### src/rtl/amul_pkg.sv
package amul_pkg;
  typedef enum logic {MODE_EXACT = 1'b0, MODE_APPROX = 1'b1} mode_e;

  // number of 6:3 stages that bring a column of height n down to three bits
  function automatic int red_stages(input int n);
    return (n - 1) / 3;
  endfunction
endpackage

### src/rtl/ctr63.sv
module ctr63 (
  input  logic [5:0] x,
  input  logic       approx,
  output logic [2:0] y
);
  logic [2:0] p_and, p_or;
  logic [1:0] pc0, pc1, pc2;
  logic [2:0] ex;

  always_comb begin
    for (int k = 0; k < 3; k++) begin
      p_and[k] = x[2*k] & x[2*k+1];
      p_or[k]  = x[2*k] | x[2*k+1];
    end
    pc0 = {p_and[0], p_or[0] & ~p_and[0]};
    pc1 = {p_and[1], p_or[1] & ~p_and[1]};
    pc2 = {p_and[2], p_or[2] & ~p_and[2]};
    ex  = {1'b0, pc0} + {1'b0, pc1} + {1'b0, pc2};
    if (approx) y = {ex[2], |p_and, ^p_or};
    else        y = ex;
  end

  // the exact counter returns the number of ones; w4 is exact in both variants
  always_comb begin
    a_r3_exact_count: assert (approx || (y == 3'($countones(x))));
    a_r3_w4_exact: assert (y[2] == ($countones(x) >= 4));
  end
endmodule

### src/rtl/ctr_stage.sv
module ctr_stage #(
  parameter int N       = 8,
  parameter int PW      = 16,
  parameter int BAND_LO = 5,
  parameter int BAND_HI = 9
) (
  input  logic [PW-1:0][N-1:0] cin,
  input  logic                 approx,
  output logic [PW-1:0][N-1:0] cout
);
  logic [PW-1:0][2:0] r;
  logic [2:0] spill;

  for (genvar c = 0; c < PW; c++) begin : g_col
    localparam bit IN_BAND = (c >= BAND_LO) && (c <= BAND_HI);
    ctr63 u_ctr (.x(cin[c][5:0]), .approx(approx & IN_BAND), .y(r[c]));

    assign cout[c][0] = r[c][0];
    if (c >= 1) begin : g_w2
      assign cout[c][1] = r[c-1][1];
    end else begin : g_w2_none
      assign cout[c][1] = 1'b0;
    end
    if (c >= 2) begin : g_w4
      assign cout[c][2] = r[c-2][2];
    end else begin : g_w4_none
      assign cout[c][2] = 1'b0;
    end
    for (genvar k = 0; k < N - 6; k++) begin : g_keep
      assign cout[c][3+k] = cin[c][6+k];
    end
    for (genvar k = N - 3; k < N; k++) begin : g_zero
      assign cout[c][k] = 1'b0;
    end
  end

  assign spill = {r[PW-1][2], r[PW-1][1], r[PW-2][2]};

  // an exact product never reaches past the top column
  always_comb begin
    a_r2_stage_spill: assert (approx || (spill == 3'b000));
  end
endmodule

### src/rtl/fa_cell.sv
module fa_cell (
  input  logic x,
  input  logic y,
  input  logic z,
  output logic s,
  output logic co
);
  assign s  = x ^ y ^ z;
  assign co = (x & y) | (z & (x ^ y));
endmodule

### src/rtl/amul_ctr8.sv
module amul_ctr8
  import amul_pkg::*;
#(
  parameter int N       = 8,
  parameter int BAND_LO = 5,
  parameter int BAND_HI = 9,
  parameter bit REG_OUT = 1'b1
) (
  input  logic            clk,
  input  logic            rst,
  input  logic [N-1:0]    a,
  input  logic [N-1:0]    b,
  input  logic            mode,
  output logic [2*N-1:0]  product
);
  localparam int PW   = 2 * N;
  localparam int NSTG = red_stages(N);

  logic approx;
  logic [NSTG:0][PW-1:0][N-1:0] st;
  logic [PW-1:0] row0, row1, fa_c, tall, sum_w;

  assign approx = (mode == MODE_APPROX);

  // partial products, ordered by multiplier row inside each column
  for (genvar c = 0; c < PW; c++) begin : g_pp_col
    for (genvar k = 0; k < N; k++) begin : g_pp_slot
      localparam int ROW = k + ((c > N - 1) ? (c - N + 1) : 0);
      if ((ROW <= N - 1) && (ROW <= c)) begin : g_bit
        assign st[0][c][k] = a[c-ROW] & b[ROW];
      end else begin : g_pad
        assign st[0][c][k] = 1'b0;
      end
    end
  end

  for (genvar s = 0; s < NSTG; s++) begin : g_stage
    ctr_stage #(.N(N), .PW(PW), .BAND_LO(BAND_LO), .BAND_HI(BAND_HI)) u_stage (
      .cin(st[s]), .approx(approx), .cout(st[s+1])
    );
  end

  // final 3:2 row, then the carry-propagate adder
  assign row1[0] = 1'b0;
  for (genvar c = 0; c < PW; c++) begin : g_fa
    fa_cell u_fa (
      .x(st[NSTG][c][0]), .y(st[NSTG][c][1]), .z(st[NSTG][c][2]),
      .s(row0[c]), .co(fa_c[c])
    );
    if (c < PW - 1) begin : g_carry
      assign row1[c+1] = fa_c[c];
    end
    assign tall[c] = |st[NSTG][c][N-1:3];
  end

  assign sum_w = row0 + row1;

  // after the counter stages every column is at most three bits tall
  // the full-adder row drops nothing in exact mode
  always_comb begin
    a_r4_height: assert (tall == '0);
    a_r2_no_spill: assert (approx || !fa_c[PW-1]);
  end

  if (REG_OUT) begin : g_reg
    logic [PW-1:0] q;
    always_ff @(posedge clk) begin
      if (rst) q <= '0;
      else     q <= sum_w;
    end
    assign product = q;

    a_r1_reset: assert property (@(posedge clk) rst |=> (product == '0));
    a_r2_exact: assert property (@(posedge clk) disable iff (rst)
      (mode == MODE_EXACT) |=> (product == (PW'($past(a)) * PW'($past(b)))));
    a_r6_low_bits: assert property (@(posedge clk) disable iff (rst)
      1'b1 |=> (product[BAND_LO-1:0] == BAND_LO'(PW'($past(a)) * PW'($past(b)))));
    a_r7_sparse: assert property (@(posedge clk) disable iff (rst)
      ((mode == MODE_APPROX) && (($countones(a) <= 1) || ($countones(b) <= 1)))
      |=> (product == (PW'($past(a)) * PW'($past(b)))));
  end else begin : g_comb
    assign product = sum_w;
  end
endmodule

### config.mk
export PLATFORM = sky130hd
export DESIGN_NAME = amul_ctr8
export DESIGN_NICKNAME = d
export VERILOG_FILES = /design/src/rtl/amul_pkg.sv /design/src/rtl/ctr63.sv /design/src/rtl/ctr_stage.sv /design/src/rtl/fa_cell.sv /design/src/rtl/amul_ctr8.sv
export SDC_FILE = /design/constraint.sdc
export NUM_CORES = 1
export LEC_CHECK = 0
export BUFFER_PORTS_ARGS = -buffer_cell sky130_fd_sc_hd__buf_2
export CORE_ASPECT_RATIO = 1.1
export CORE_MARGIN = 1.5
export CORE_UTILIZATION = 37
export DETAILED_ROUTE_END_ITERATION = 16
export PLACE_DENSITY = 0.53
export SYNTH_ARGS = -nofsm -noshare
export SYNTH_HDL_FRONTEND = slang
export SYNTH_SLANG_ARGS = --single-unit
### constraint.sdc
create_clock -name clk -period 7.14 [get_ports clk]
set_clock_uncertainty 0.2 [all_clocks]
set_input_delay 1.428 -clock clk [delete_from_list [all_inputs] [get_ports clk]]
set_output_delay 1.428 -clock clk [all_outputs]
set_load 0.02 [all_outputs]
==> impl_metrics.tcl, run 1 <==
set metrics [dict create \
    path_delay_family "adder cells" \
    finalSetupViolCount 0 \
    postSynthAreaPerCell_um2 8.49 \
    ir_worst_vdd_mv 0.110 \
    synthCells 486 \
    die_h_um 114 \
    path_cells "buf_2 -> and2_1 -> inv_1 -> ha_1 -> fa_1 -> ha_1 -> nor2_1 -> a21oi_1 -> inv_1 -> ha_1 -> inv_1 -> fa_1 -> inv_1 -> fa_1 -> mux2i_1 -> fa_1 -> inv_1 -> ha_1 -> o21a_2 -> o31a_1 -> or2_1 -> a211oi_2 -> nor3_2" \
    dp.cells 663 \
    via_per_inst 4.43 \
    num_rows 40 \
    hold_viol 0 \
    root_buffer "clkbuf_16" \
    synth_warnings 0 \
    synth_area_leaders "ha_1, fa_1, inv_1" \
    grt_pass1_wl_um 13700 \
    crit_end "product[10]" \
    final_layout_size_suffix_gt1_frac 0.100 \
    finalSetupTns_ps 0 \
    crit_path_end_kind "flop" \
    cp_common_cell "inv_1" \
    pre_cts_slack_ps 671 \
    cp-start-kind "input pin" \
    cts_tree "done" \
    htreeDepth 1 \
    die-area_mm2 0.0118 \
    routed_wl_um 7890 \
    synth_seq_area_share 0.0776 \
    place_hpwl_um 7090 \
    finalNonFillerCells 667 \
    clk_path_buf_depth 2 \
    ctsResizeCount 0 \
    critPathBufInv 6 \
    fin_crit_sh 0.869 \
    power.leakage_nw 2.65 \
    antenna_found_initial 0 \
    largest_register_ffs 16 \
    drt-pass1-iter-count 4 \
    worst_pin_slew_ps 666 \
    yosysTopAreaCell "ha_1" \
    synth_seq_cells 16 \
    fin_crit_ps 6210 \
    portBuffers 34 \
    hold_buffers 0 \
    finalWeightedCongestion 0.808 \
    synth_ff_type "dfxtp_1" \
    multi_input_area_mm2 0.00328 \
    slew_headroom 0.556 \
    grt_use_total 0.141 \
    fin_ws_ps 932 \
    io_pins 35 \
    critical_path_class "in -> reg" \
    drtIter0Drc 111 \
    slowest_stage "fa_1" \
    syn-num-nets 651 \
    nNetsFinal 686 \
    drv_slew 0 \
    grt-ovfl-total 0 \
    ant_nets 0 \
    crit_cells 23 \
    grt_max_degree 32 \
    drc_errors 0 \
    critPathMaxStageDelay_ps 440 \
    rsz0062_at_grt "no" \
    worst_ep_arrival_time_ps 6130 \
    drv_cap 0 \
    area_growth_pct 10.2 \
    p_per_area_mw_per_mm2 176 \
    clock_sinks 16 \
    status "finished clean" \
    min_path_type "in -> reg" \
    die_w_um 104 \
    grt_pass1_vias 3018 \
    clk_pin_slew_ps 50 \
    regArea_um2 320 \
    syn_area_mm2 0.00413 \
    placed_cell_area_mm2 0.00446 \
    post_cts_buffers 0 \
    initial_core_util 0.378 \
    synth_edf_count 0 \
    crit_required_ps 7060 \
    startpoint "a[5]" \
    worstPathMaxFanout 8 \
    cts_buffers 3 \
    synth.distinct_cells 45 \
    final_area_mm2 0.00455 \
    max_freq_mhz 161 \
    core_area_mm2 0.0109 \
    synth_top_area_share 0.340 \
    synthArstFlopShare 0 \
    fillers 1160 \
    antenna_cells 0 \
    wire_per_inst_um 11.8 \
    vias 2952 \
]
[worst min-delay path by stage]
stage,endpoint,slack (ps),start,depth (start not counted)
2_1_floorplan,product[14],1300,rst,1
3_3_place_gp,product[0],1590,b[0],3
3_5_place_dp,product[0],1580,b[0],3
4_1_cts,product[0],1320,b[0],3
5_1_grt,product[0],1340,b[0],3
6_report,product[0],1330,b[0],3
[worst min-delay path: cells and delay by family]
kind          cells  cell delay [ps]
buf+inv           1              150
simple gates      2              140
[final cells by class]
| class | instances | share of cell area |
|---|---|---|
| multi-input cells | 333 | 0.722 |
| inverters | 133 | 0.110 |
| flip-flops and latches | 16 | 0.0705 |
| well taps | 147 | 0.0405 |
| repair buffers | 34 | 0.0374 |
| clock buffers | 4 | 0.0195 |
[synthesized netlist by cell type (4+ instances only)]
master   number
o21ai_0       4
mux2i_1       6
nand2_1      35
inv_1       133
ha_1        112
xor2_1        9
dfxtp_1      16
nor2_1       14
a21o_1        6
fa_1         34
xnor2_1      19
nor2b_1       9
a21oi_1      13
and2_1       34
[metrics by stage]
step	utilization	power, mW	hold slack, ps
after floorplan	-	0.561	1300
after global placement	0.408	0.685	1590
after detailed placement	0.408	0.693	1580
after CTS	0.417	0.816	1320
after global routing	0.417	0.899	1340
final	0.417	0.801	1330
[cells by family after synthesis]
group	count (synthesis)	share of synthesized area
flops	16	0.0776
simple gates	109	0.139
compound gates	41	0.0697
xor+xnor	28	0.0594
fa+ha+maj	146	0.505
buf+inv	137	0.127
mux	9	0.0227
[power breakdown]
group	switching [mW]	internal [mW]
clock	0.0304	0.0847
sequential	0.00499	0.117
combinational	0.323	0.242
total	0.358	0.443
[metal layers]
layer,vias up,part of all wire,GRT usage
met5,-,0,0
met4,0,0.0039,0.0231
met3,2,0.018,0.00743
met2,30,0.49,0.264
met1,1379,0.49,0.182
li1,1541,-,-
[cells in the final DEF, fill, tap and decap left out, drive strengths merged, types with 4 or more instances in the layout]
master	count
o21ai	7
ha	112
xnor2	19
dfxtp	16
buf	34
mux2i	6
a211oi	4
nand2	35
xor2	9
nor2b	10
clkbuf	4
and2	35
a21o	6
a21oi	13
fa	34
nor3	4
inv	133
nor2	14
No activity file was read; power rests on OpenSTA's default activity.
==> run 2: changes to the inputs <==
--- a/config.mk
+++ b/config.mk
@@ -6,11 +6,14 @@
 export NUM_CORES = 1
 export LEC_CHECK = 0
 export BUFFER_PORTS_ARGS = -buffer_cell sky130_fd_sc_hd__buf_2
+export CELL_PAD_IN_SITES_DETAIL_PLACEMENT = 1
+export CELL_PAD_IN_SITES_GLOBAL_PLACEMENT = 2
 export CORE_ASPECT_RATIO = 1.1
 export CORE_MARGIN = 1.5
 export CORE_UTILIZATION = 37
 export DETAILED_ROUTE_END_ITERATION = 16
-export PLACE_DENSITY = 0.53
+export PLACE_DENSITY = 0.79
 export SYNTH_ARGS = -nofsm -noshare
 export SYNTH_HDL_FRONTEND = slang
 export SYNTH_SLANG_ARGS = --single-unit
+export TNS_END_PERCENT = 5
==> impl_metrics.tcl, run 2 (synthesis gave the netlist of run 1 again) <==
set metrics [dict create \
    fin_crit_sh 0.880 \
    slew_headroom 0.540 \
    finalSetupTns_ps 0 \
    status "finished clean" \
    grt_pass1_vias 3272 \
    clock_sinks 16 \
    max_freq_mhz 159 \
    path_cells "buf_2 -> and2_1 -> inv_1 -> ha_1 -> fa_1 -> ha_1 -> nor2_1 -> a21oi_1 -> inv_1 -> ha_1 -> inv_1 -> fa_1 -> inv_1 -> fa_1 -> mux2i_1 -> fa_1 -> inv_1 -> ha_1 -> o21a_2 -> o31a_1 -> or2_1 -> a211oi_2 -> nor3_2" \
    num_rows 40 \
    hold_slack_ps 1350 \
    cp-start-kind "input pin" \
    cp_common_cell "inv_1" \
    largest_register_ffs 16 \
    nNetsFinal 686 \
    routed_wl_um 9040 \
    min_from "a[0]" \
    grt-ovfl-total 0 \
    worst_pin_slew_ps 691 \
    clk_pin_slew_ps 50 \
    area_growth_pct 10.2 \
    cts_tree "done" \
    htreeDepth 1 \
    final_layout_size_suffix_gt1_frac 0.100 \
    cts_buffers 3 \
    root_buffer "clkbuf_16" \
    crit_required_ps 7060 \
    crit_path_end_kind "flop" \
    crit_end "product[10]" \
    critical_path_class "in -> reg" \
    final_cell_mix "inv_1, ha_1, nand2_1" \
    grt_pass1_wl_um 15300 \
    p_per_area_mw_per_mm2 179 \
    power.share.clock 0.143 \
    post_cts_buffers 0 \
    intPower_uw 445 \
    hold_viol 0 \
    drc_errors 0 \
    p_seq_frac 0.150 \
    drt-pass1-iter-count 4 \
    sw_frac_of_total 0.452 \
    finalSetupViolCount 0 \
    die-area_mm2 0.0118 \
    drv_cap 0 \
    die_h_um 114 \
    antenna_found_initial 0 \
    worst_ep_arrival_time_ps 6200 \
    p_switching_uw 367 \
    power.leakage_nw 2.65 \
    combPwrFrac 0.707 \
    initial_core_util 0.378 \
    startpoint "b[1]" \
    ctsResizeCount 0 \
    final_util 0.417 \
    finalWeightedCongestion 0.761 \
    via_per_inst 4.53 \
    place_hpwl_um 8140 \
    portBuffers 34 \
    grt_max_degree 32 \
    vias 3021 \
    ir_worst_vdd_mv 0.119 \
    core_area_mm2 0.0109 \
    hold_buffers 0 \
    clk_path_buf_depth 2 \
    critPathMaxStageDelay_ps 450 \
    layout_commonest_cell "inv_1" \
    io_pins 35 \
    antenna_cells 0 \
    wire_per_inst_um 13.5 \
    drtIter0Drc 47 \
    drv_slew 0 \
    grt_use_total 0.161 \
    min_path_type "in -> reg" \
    die_w_um 104 \
    ant_nets 0 \
    slowest_stage "fa_1" \
    worstPathMaxFanout 8 \
    fin_crit_ps 6280 \
    rsz0062_at_grt "no" \
]
==> run 2: how the worst min path moves through the flow <==
stage / end / slack, ps / cells past startpoint
floorplan: product[14] / 1300 / 1
global placement: product[0] / 1590 / 3
detailed placement: product[0] / 1580 / 3
CTS: product[0] / 1330 / 3
global route: product[0] / 1330 / 3
finish: product[0] / 1350 / 3
==> run 2: stage by stage <==
stage / instances / area (µm²) / setup slack, ps / power [mW]
after floorplan: 486 / 4130 / 1190 / 0.561
after global placement: 663 / 4460 / 704 / 0.688
after detailed placement: 663 / 4460 / 602 / 0.705
after CTS: 667 / 4550 / 835 / 0.828
after global routing: 667 / 4550 / 493 / 0.910
final: 667 / 4550 / 857 / 0.812
==> run 2: worst max-delay path, delay by kind of cell <==
| family | cells | cell delay, ps |
|---|---|---|
| fa+ha+maj | 8 | 2820 |
| compound gates | 4 | 760 |
| simple gates | 4 | 520 |
| buf+inv | 6 | 480 |
| mux | 1 | 190 |
==> run 2: layout make-up <==
cell class / instances / area, µm²
Fill cell: 1356 / 6360
Inverter: 133 / 499
Sequential cell: 16 / 320
Tap cell: 147 / 184
Multi-Input combinational cell: 333 / 3280
Clock buffer: 4 / 88.8
Timing Repair Buffer: 34 / 170
==> run 2: power by group through the flow <==
stage / Combinational [mW] / Clock, mW / Sequential, mW
after global placement: 0.564 / 0 / 0.123
after CTS: 0.588 / 0.118 / 0.122
final: 0.574 / 0.116 / 0.122
after global routing: 0.661 / 0.125 / 0.124
after detailed placement: 0.581 / 0 / 0.124
after floorplan: 0.402 / 0 / 0.159
==> run 2: layer usage <==
layer	GRT usage	up-vias	routed length (µm)
met2	0.327	30	4760
met1	0.188	1450	4030
li1	-	1537	-
met4	0.0306	0	89
met3	0.00800	4	149
met5	0	-	0
==> run 3: changes to the inputs <==
--- a/config.mk
+++ b/config.mk
@@ -7,12 +7,12 @@
 export LEC_CHECK = 0
 export BUFFER_PORTS_ARGS = -buffer_cell sky130_fd_sc_hd__buf_2
 export CELL_PAD_IN_SITES_DETAIL_PLACEMENT = 1
-export CELL_PAD_IN_SITES_GLOBAL_PLACEMENT = 2
+export CELL_PAD_IN_SITES_GLOBAL_PLACEMENT = 1
 export CORE_ASPECT_RATIO = 1.1
 export CORE_MARGIN = 1.5
 export CORE_UTILIZATION = 37
 export DETAILED_ROUTE_END_ITERATION = 16
-export PLACE_DENSITY = 0.79
+export PLACE_DENSITY = 0.66
 export SYNTH_ARGS = -nofsm -noshare
 export SYNTH_HDL_FRONTEND = slang
 export SYNTH_SLANG_ARGS = --single-unit
==> impl_metrics.tcl, run 3 (synthesis gave the netlist of run 1 again) <==
set metrics [dict create \
    cts_tree "done" \
    antenna_found_initial 0 \
    core_area_mm2 0.0109 \
    grt-ovfl-total 0 \
    sw_frac_of_total 0.459 \
    critical_path_class "in -> reg" \
    drv_slew 0 \
    antenna_cells 0 \
    grt_use_total 0.158 \
    grt_pass1_vias 3243 \
    power.leakage_nw 2.64 \
    htreeDepth 1 \
    critPathMaxStageDelay_ps 440 \
    final_area_mm2 0.00453 \
    die_h_um 114 \
    worst_ep_arrival_time_ps 6100 \
    dp.cells 663 \
    fillers 1368 \
    p_seq_frac 0.152 \
    die_w_um 104 \
    fin_crit_ps 6180 \
    power.share.clock 0.128 \
    via_per_inst 4.56 \
    path_delay_family "adder cells" \
    wire_per_inst_um 13.3 \
    cp-start-kind "input pin" \
    p_per_area_mw_per_mm2 177 \
    pre_cts_slack_ps 683 \
    clock_sinks 16 \
    root_buffer "clkbuf_16" \
    drt-pass1-iter-count 4 \
    layout_commonest_cell "inv_1" \
    area_growth_pct 9.82 \
    finalSetupTns_ps 0 \
    grt_max_degree 32 \
    ctsResizeCount 0 \
    placed_cell_area_mm2 0.00446 \
    path_cells "buf_2 -> and2_1 -> inv_1 -> ha_1 -> fa_1 -> ha_1 -> nor2_1 -> a21oi_1 -> inv_1 -> ha_1 -> inv_1 -> fa_1 -> inv_1 -> fa_1 -> mux2i_1 -> fa_1 -> inv_1 -> ha_1 -> o21a_2 -> o31a_1 -> or2_1 -> a211oi_2 -> nor3_2" \
    p_switching_uw 368 \
    max_freq_mhz 162 \
    hold_slack_ps 1330 \
    post_cts_buffers 0 \
    io_pins 35 \
    crit_path_end_kind "flop" \
    status "finished clean" \
    cp_common_cell "inv_1" \
    place_hpwl_um 8090 \
    crit_required_ps 7060 \
    die-area_mm2 0.0118 \
    slowest_stage "fa_1" \
    num_rows 40 \
    worstPathMaxFanout 8 \
    drv_cap 0 \
    cts_buffers 3 \
    final_cell_mix "inv_1, ha_1, nand2_1" \
    routed_wl_um 8870 \
    rsz0062_at_grt "no" \
    vias 3040 \
    portBuffers 34 \
    drtIter0Drc 77 \
    initial_core_util 0.378 \
    fin_ws_ps 957 \
    largest_register_ffs 16 \
    ant_nets 0 \
    worst_pin_slew_ps 687 \
    critPathBufInv 6 \
    intPower_uw 433 \
    hold_buffers 0 \
    finalWeightedCongestion 0.779 \
    power_uw 801 \
    finalNonFillerCells 666 \
    ir_worst_vdd_mv 0.151 \
    min_path_type "in -> reg" \
    fin_crit_sh 0.866 \
    clk_path_buf_depth 2 \
    drc_errors 0 \
    hold_viol 0 \
    nNetsFinal 686 \
    slew_headroom 0.542 \
    final_layout_size_suffix_gt1_frac 0.0983 \
    grt_pass1_wl_um 15000 \
    finalSetupViolCount 0 \
    combPwrFrac 0.720 \
    final_util 0.415 \
    clk_pin_slew_ps 40 \
]
## run 3: changes by cell type in the layout (fill, tap and decap cells not counted)
cell	change
clkbuf_8	-1
## run 3: power groups by stage
stage                     clock [mW]  sequential [mW]  combinational [mW]
after CTS                      0.105            0.122               0.592
after floorplan                    0            0.159               0.402
final                          0.102            0.122               0.577
after global placement             0            0.123               0.563
after detailed placement           0            0.124               0.587
after global routing           0.111            0.125               0.657
## run 3: worst paths after layout
path  start     endpoint  slack [ps]  cells after the start
max    b[1]  product[10]         960                     23
min    b[0]   product[0]        1330                      3
## run 3: per-layer routing
layer | share of wire | GRT usage | vias up
li1 | - | - | 1537
met1 | 0.44 | 0.183 | 1461
met2 | 0.53 | 0.315 | 32
met3 | 0.015 | 0.00743 | 10
met4 | 0.017 | 0.0417 | 0
met5 | 0 | 0 | -
## run 3: final cells by class
| class | count | area, µm² | area share |
|---|---|---|---|
| inverter | 133 | 499 | 0.110 |
| timing repair buffer | 34 | 170 | 0.0375 |
| tap | 147 | 184 | 0.0406 |
| clock buffer | 3 | 75.1 | 0.0166 |
| multi-input combinational | 333 | 3280 | 0.724 |
| sequential | 16 | 320 | 0.0707 |
